[config.mk]
export PLATFORM = sky130hd
export DESIGN_NAME = sb_barrier_top
export DESIGN_NICKNAME = d
export VERILOG_FILES = /design/src/rtl/sb_barrier_pkg.sv /design/src/rtl/sb_barrier_ctrl.sv /design/src/rtl/sb_barrier_dp.sv /design/src/rtl/sb_barrier_top.sv
export SDC_FILE = /design/constraint.sdc
export NUM_CORES = 1
export LEC_CHECK = 0
export ABC_AREA = 1
export CORE_ASPECT_RATIO = 0.7
export CORE_UTILIZATION = 40
export DETAILED_ROUTE_END_ITERATION = 10
export GPL_TIMING_DRIVEN = 0
export HOLD_SLACK_MARGIN = 0.03
export PLACE_DENSITY = 0.73
export SYNTH_ARGS = -nofsm -noshare
export SYNTH_HDL_FRONTEND = slang
export SYNTH_SLANG_ARGS = --single-unit
[constraint.sdc]
create_clock -name clk -period 4.72 [get_ports clk]
set_clock_uncertainty 0.1 [all_clocks]
set_input_delay 1.18 -clock clk [delete_from_list [all_inputs] [get_ports clk]]
set_output_delay 1.18 -clock clk [all_outputs]
set_load 0.02 [all_outputs]
[src/rtl/sb_barrier_pkg.sv]
package sb_barrier_pkg;

  localparam int FLAG_W = 6;

  typedef struct packed {
    logic handled;
    logic tempSer;
    logic ctrlReg;
    logic storeCond;
    logic serAfter;
    logic serBefore;
  } instFlags_t;

  typedef enum logic [1:0] {
    ST_RUN      = 2'd0,
    ST_BLOCKED  = 2'd1,
    ST_COMPLETE = 2'd2
  } fetchState_t;

  localparam int NUM_CNT = 3;
  localparam int CNT_SER  = 0;
  localparam int CNT_TEMP = 1;
  localparam int CNT_STALL = 2;

  typedef struct packed {
    logic passInst;
    logic captureBarrier;
    logic emitBarrier;
    logic clearHeld;
    logic forceSerBefore;
    logic markHandled;
    logic [NUM_CNT-1:0] incCnt;
  } ctrlStrobe_t;

endpackage

[src/rtl/sb_barrier_ctrl.sv]
module sb_barrier_ctrl
  import sb_barrier_pkg::*;
(
  input  logic        clk,
  input  logic        rst_n,
  input  logic        inValid,
  input  instFlags_t  inFlags,
  input  logic        robEmpty,
  input  logic        iqEmpty,
  input  logic        squash,
  output ctrlStrobe_t strobe,
  output logic        fetchBlock,
  output fetchState_t ctrlState
);

  fetchState_t stateQ, stateD;
  logic pendingAfterQ, pendingAfterD;
  logic stopQ, stopD;

  logic accept;
  logic effSerBefore;
  logic needBarrier;
  logic needAfter;
  logic drained;

  assign drained      = robEmpty & iqEmpty;
  assign accept       = (stateQ == ST_RUN) & ~stopQ & inValid & ~squash;
  assign effSerBefore = inFlags.serBefore | pendingAfterQ;
  assign needBarrier  = (inFlags.ctrlReg | effSerBefore) & ~inFlags.handled;
  assign needAfter    = (inFlags.storeCond | inFlags.serAfter) & ~inFlags.handled;

  always_comb begin
    strobe = '0;
    strobe.passInst       = accept & ~needBarrier;
    strobe.captureBarrier = accept & needBarrier;
    strobe.emitBarrier    = (stateQ == ST_COMPLETE) & ~squash;
    strobe.clearHeld      = squash;
    strobe.forceSerBefore = pendingAfterQ;
    strobe.markHandled    = needBarrier ? ~inFlags.tempSer : needAfter;
    strobe.incCnt[CNT_SER]   = accept & ((needBarrier & ~inFlags.tempSer) |
                                         (~needBarrier & needAfter));
    strobe.incCnt[CNT_TEMP]  = accept & needBarrier & inFlags.tempSer;
    strobe.incCnt[CNT_STALL] = (stateQ == ST_BLOCKED);
  end

  always_comb begin
    stateD        = stateQ;
    pendingAfterD = pendingAfterQ;
    stopD         = 1'b0;
    if (squash) begin
      stateD        = ST_RUN;
      pendingAfterD = 1'b0;
    end else begin
      unique case (stateQ)
        ST_RUN: begin
          if (accept) begin
            pendingAfterD = ~needBarrier & needAfter;
            stopD         = ~needBarrier & needAfter;
            if (needBarrier) stateD = ST_BLOCKED;
          end
        end
        ST_BLOCKED: begin
          if (drained) stateD = ST_COMPLETE;
        end
        ST_COMPLETE: begin
          stateD = ST_RUN;
        end
        default: stateD = ST_RUN;
      endcase
    end
  end

  always_ff @(posedge clk) begin
    if (!rst_n) begin
      stateQ        <= ST_RUN;
      pendingAfterQ <= 1'b0;
      stopQ         <= 1'b0;
    end else begin
      stateQ        <= stateD;
      pendingAfterQ <= pendingAfterD;
      stopQ         <= stopD;
    end
  end

  assign fetchBlock = (stateQ != ST_RUN) | stopQ;
  assign ctrlState  = stateQ;

endmodule

[src/rtl/sb_barrier_dp.sv]
module sb_barrier_dp
  import sb_barrier_pkg::*;
#(
  parameter int TAG_W = 16,
  parameter int CNT_W = 16
) (
  input  logic             clk,
  input  logic             rst_n,
  input  ctrlStrobe_t      strobe,
  input  instFlags_t       inFlags,
  input  logic [TAG_W-1:0] inTag,
  output logic             outValid,
  output instFlags_t       outFlags,
  output logic [TAG_W-1:0] outTag,
  output logic             barrierRelease,
  output logic [CNT_W-1:0] cntValue [NUM_CNT]
);

  logic [TAG_W-1:0] heldTag;
  instFlags_t       heldFlags;
  instFlags_t       passFlags;
  instFlags_t       captFlags;
  instFlags_t       replayFlags;

  always_comb begin
    passFlags           = inFlags;
    passFlags.serBefore = inFlags.serBefore | strobe.forceSerBefore;
    passFlags.handled   = inFlags.handled | strobe.markHandled;

    captFlags           = inFlags;
    captFlags.serBefore = inFlags.serBefore | strobe.forceSerBefore;
    captFlags.handled   = inFlags.handled | strobe.markHandled;

    replayFlags           = heldFlags;
    replayFlags.serBefore = 1'b0;
  end

  // Holding register for the barrier instruction
  always_ff @(posedge clk) begin
    if (!rst_n) begin
      heldTag   <= '0;
      heldFlags <= '0;
    end else if (strobe.clearHeld) begin
      heldTag   <= '0;
      heldFlags <= '0;
    end else if (strobe.captureBarrier) begin
      heldTag   <= inTag;
      heldFlags <= captFlags;
    end
  end

  // Output stage
  always_ff @(posedge clk) begin
    if (!rst_n) begin
      outValid       <= 1'b0;
      outFlags       <= '0;
      outTag         <= '0;
      barrierRelease <= 1'b0;
    end else begin
      outValid       <= strobe.passInst | strobe.emitBarrier;
      barrierRelease <= strobe.emitBarrier;
      if (strobe.emitBarrier) begin
        outTag   <= heldTag;
        outFlags <= replayFlags;
      end else if (strobe.passInst) begin
        outTag   <= inTag;
        outFlags <= passFlags;
      end
    end
  end

  // Event counters
  generate
    for (genvar g = 0; g < NUM_CNT; g++) begin : g_cnt
      logic [CNT_W-1:0] cntQ;
      always_ff @(posedge clk) begin
        if (!rst_n)               cntQ <= '0;
        else if (strobe.incCnt[g]) cntQ <= cntQ + 1'b1;
      end
      assign cntValue[g] = cntQ;
    end
  endgenerate

endmodule

[src/rtl/sb_barrier_top.sv]
module sb_barrier_top
  import sb_barrier_pkg::*;
#(
  parameter int TAG_W = 16,
  parameter int CNT_W = 16
) (
  input  logic             clk,
  input  logic             rst_n,
  input  logic             inValid,
  input  logic [5:0]       inFlags,
  input  logic [TAG_W-1:0] inTag,
  input  logic             robEmpty,
  input  logic             iqEmpty,
  input  logic             squash,
  output logic             fetchBlock,
  output logic             outValid,
  output logic [5:0]       outFlags,
  output logic [TAG_W-1:0] outTag,
  output logic             barrierRelease,
  output logic [CNT_W-1:0] serializingCount,
  output logic [CNT_W-1:0] tempSerializingCount,
  output logic [CNT_W-1:0] stallCount
);

  ctrlStrobe_t      strobe;
  fetchState_t      ctrlState;
  instFlags_t       inFlagsS;
  instFlags_t       outFlagsS;
  logic [CNT_W-1:0] cntValue [NUM_CNT];

  assign inFlagsS = instFlags_t'(inFlags);

  sb_barrier_ctrl u_ctrl (
    .clk        (clk),
    .rst_n      (rst_n),
    .inValid    (inValid),
    .inFlags    (inFlagsS),
    .robEmpty   (robEmpty),
    .iqEmpty    (iqEmpty),
    .squash     (squash),
    .strobe     (strobe),
    .fetchBlock (fetchBlock),
    .ctrlState  (ctrlState)
  );

  sb_barrier_dp #(
    .TAG_W (TAG_W),
    .CNT_W (CNT_W)
  ) u_dp (
    .clk            (clk),
    .rst_n          (rst_n),
    .strobe         (strobe),
    .inFlags        (inFlagsS),
    .inTag          (inTag),
    .outValid       (outValid),
    .outFlags       (outFlagsS),
    .outTag         (outTag),
    .barrierRelease (barrierRelease),
    .cntValue       (cntValue)
  );

  assign outFlags             = outFlagsS;
  assign serializingCount     = cntValue[CNT_SER];
  assign tempSerializingCount = cntValue[CNT_TEMP];
  assign stallCount           = cntValue[CNT_STALL];

endmodule

==> flow_summary_export.csv <==
group,metric,value,unit
outcome,status,"finished, final reports clean",
detailed_routing,drt_iter0_drc,309,
setup_path,endpoint_kind,"primary output",
power_and_ir_drop,p_leak,0.002203,uW
detailed_routing,wl,12420,um
setup_path,required,3.44,ns
floorplanning,die_area,11660,um2
setup_path,cp.buffers_inverters,1,
setup_path,critPathKind,"flip-flop to primary output",
sta,finalCritPeriodShare,62.01,%
setup_path,ff2ff_path_depth,8,
yosys,syn_area_per_cell,6.837,um2
clock_tree,h-tree-depth,3,
clock_tree,cts_buffers,9,
yosys,syn-num-nets,688,
grt,grt_max_degree,20,
grt,grt_pass1_wl,20470,um
flow_run,maxCapViolCount,0,
yosys,ys_seq_area_share,43.23,%
setup_path,worstReg2RegEnd,"u_dp.outTag[10]",
detailed_routing,wl_met3,827,um
grt,grtUsageTotal,22.30,%
layout,regArea,1942,um2
grt,grt-ovfl-total,0,
sta,timing.setup.tns,0,ns
clock_tree,hold_buffers,0,
detailed_routing,post-route-drc-count,0,
setup_path,crit_path_start_kind,"flip-flop",
detailed_routing,dr.pass1.iters,5,
layout,n_fill_cell,1020,
yosys,synthesis.instances,657,
hold_path,hold_path_startpoint,"u_dp.heldTag[5]",
floorplanning,initial_utilization,42.27,%
sta,hold_slack,0.3576,ns
detailed_routing,vias,4608,
placed_design,numPortBuffers,99,
hold_path,hp-class,"flip-flop to flip-flop",
layout,syn2layout_area_growth,32.67,%
placed_design,dp_hpwl,9140,um
sta,maxSlewViolCount,0,
floorplanning,rows,31,
floorplanning,chipHeight,90.66,um
hold_path,worstHoldEndpoint,"u_dp.heldTag[5]",
grt,grt_pass1_vias,4225,
detailed_routing,vias_per_cell,5.009,
setup_path,r2r_slack,2.88,ns
yosys,synth-seq-cells,97,
detailed_routing,highest_layer,"met4",
setup_path,cp_top_family,"buffers and inverters",
floorplanning,coreArea,10630,um2
placed_design,place_congestion,0.8818,
sta,setup_viol,0,
clock_tree,cts_tree,"yes",
power_and_ir_drop,ir_drop,0.2180,mV
clock_tree,clk_pin_slew,0.07,ns
yosys,ys_types,31,
yosys,yosys_warnings,0,
sta,worst_pin_slew,0.6975,ns
layout,final_core_util,56.07,%
clock_tree,cts_setup_buffers,0,
yosys,netlist_area,4492,um2
clock_tree,clk_latency,0.35,ns
hold_path,whs_path_depth,2,
detailed_routing,wl_met2,5494,um
layout,multi_input_area,2140,um2
floorplanning,num_io_pins,101,
clock_tree,postCtsResizedCells,0,
sta,rsz0062_at_grt,"no",
floorplanning,fp.dieW,128.7,um
power_and_ir_drop,p_per_area,287.2,nW/um2
clock_tree,cts-root-buf,"clkbuf_16",
detailed_routing,met1_length,5894,um
setup_path,crit_fanout,5,
setup_path,cp_slowest_cell,"clkdlybuf4s50_1",
layout,final_nets,798,
layout,drive_gt1_share,5.570,%
sta,timing.final.crit_period,2.927,ns
setup_path,cp_data_arrival_time,1.65,ns
setup_path,timing.rr.start,"u_ctrl.ctrlState[1]",
sta,final_hold_viol_count,0,
detailed_routing,wl_per_cell,13.50,um
sta,max_freq,341.7,MHz
layout,diodes,0,
grt,antenna_found_initial,0,
clock_tree,cts_sinks,97,
detailed_routing,ant_nets,0,
sta,relSlewSlack,53.50,%
setup_path,critical_path.cell_chain,"nor2_2 > nand2_2 > clkdlybuf4s50_1",
setup_path,cpPeakStageDelay,0.64,ns
clock_tree,cts_buffer_depth,2,
power by group:
part           leakage [uW]  internal, uW  switching, uW  total, uW
Sequential         0.000784           831           8.61        840
Clock              0.000146           375            357        731
Combinational       0.00127          59.0           81.1        140
Total               0.00220          1270            446       1710
worst max path at each step:
| stage | start | to | cells past startpoint |
|---|---|---|---|
| after floorplan | inFlags[0] | u_dp.g_cnt[0].cntQ[13] | 8 |
| after global placement | squash | u_dp.outTag[15] | 8 |
| after detailed placement | squash | u_dp.outTag[15] | 8 |
| after CTS | u_ctrl.ctrlState[0] | fetchBlock | 3 |
| after global routing | u_ctrl.ctrlState[0] | fetchBlock | 3 |
| final | u_ctrl.ctrlState[0] | fetchBlock | 3 |
Yosys cell counts (all sizes together):
library cell	n	share of area, %
a211oi	4	0.67
buf	15	2.0
nand3	24	2.8
nor3	4	0.70
nor3b	1	0.17
clkinv	1	0.083
o21bai	3	0.50
nor2	89	8.3
ha	3	0.84
nor4	1	0.14
xor2	6	1.2
o21a	1	0.17
inv	78	6.5
a21oi	80	8.9
clkbuf	6	0.50
dfxtp	97	43
nand4	10	1.4
o22ai	2	0.28
o21ai	51	5.7
xnor2	5	0.97
nand2	176	15
logic make-up (layout without fill, tap and decap cells):
logic type,Yosys count,count (layout),synth area share [%]
buf+inv,100,215,9.136
flops,97,97,43.23
fa+ha+maj,3,3,0.8357
compound gates,141,141,16.21
simple gates,305,305,28.44
xor+xnor,11,11,2.145
tightest hold or removal path, stage by stage (launching register included):
cell and delay (ns):
dfxtp_1 0.30, inv_1 0.06, a21oi_1 0.06
stage by stage:
stage | total power, uW | setup slack, ns | instances | instance area, um2
floorplan | 931.3 | 2.445 | 657 | 4492
global placement | 995.8 | 1.639 | 904 | 5668
detailed placement | 998.7 | 1.610 | 904 | 5668
CTS | 1723 | 1.762 | 920 | 5959
global route | 1774 | 1.703 | 920 | 5959
finish | 1711 | 1.793 | 920 | 5959
cells in the final DEF, fill, tap and decap left out, types with 6 or more instances in the layout:
cell type / count
a21oi_1: 80
buf_2: 10
clkbuf_1: 6
clkbuf_16: 9
clkdlybuf4s50_1: 99
dfxtp_1: 97
inv_1: 74
nand2_1: 174
nand3_1: 23
nand4_1: 10
nor2_1: 84
o21ai_0: 51
xor2_1: 6
layer usage:
layer | GRT usage (%) | vias to the layer above
met5 | 0 | -
met4 | 6.373 | 0
met3 | 5.806 | 18
met2 | 34.32 | 150
met1 | 30.54 | 2121
li1 | - | 2319
state kept, by name (all words and copies together) (netlist names):
register and count:
u_dp.g_cnt.cntQ 48, u_dp.outValid 1, u_ctrl.pendingAfterQ 1, u_dp.heldFlags 5, u_ctrl.ctrlState 2, u_dp.outTag 16
u_ctrl.stopQ 1, u_dp.barrierRelease 1, u_dp.heldTag 16, u_dp.outFlags 6
final cells by class:
type / instances / area share (%)
sequential: 97 / 32.58
clock buffer: 9 / 3.779
inverter: 79 / 4.976
buffer: 21 / 1.911
timing repair buffer: 99 / 16.63
clock inverter: 7 / 1.113
multi-input combinational: 460 / 35.90
tap: 148 / 3.107
Note: power is estimated with default switching activity, not from simulation.
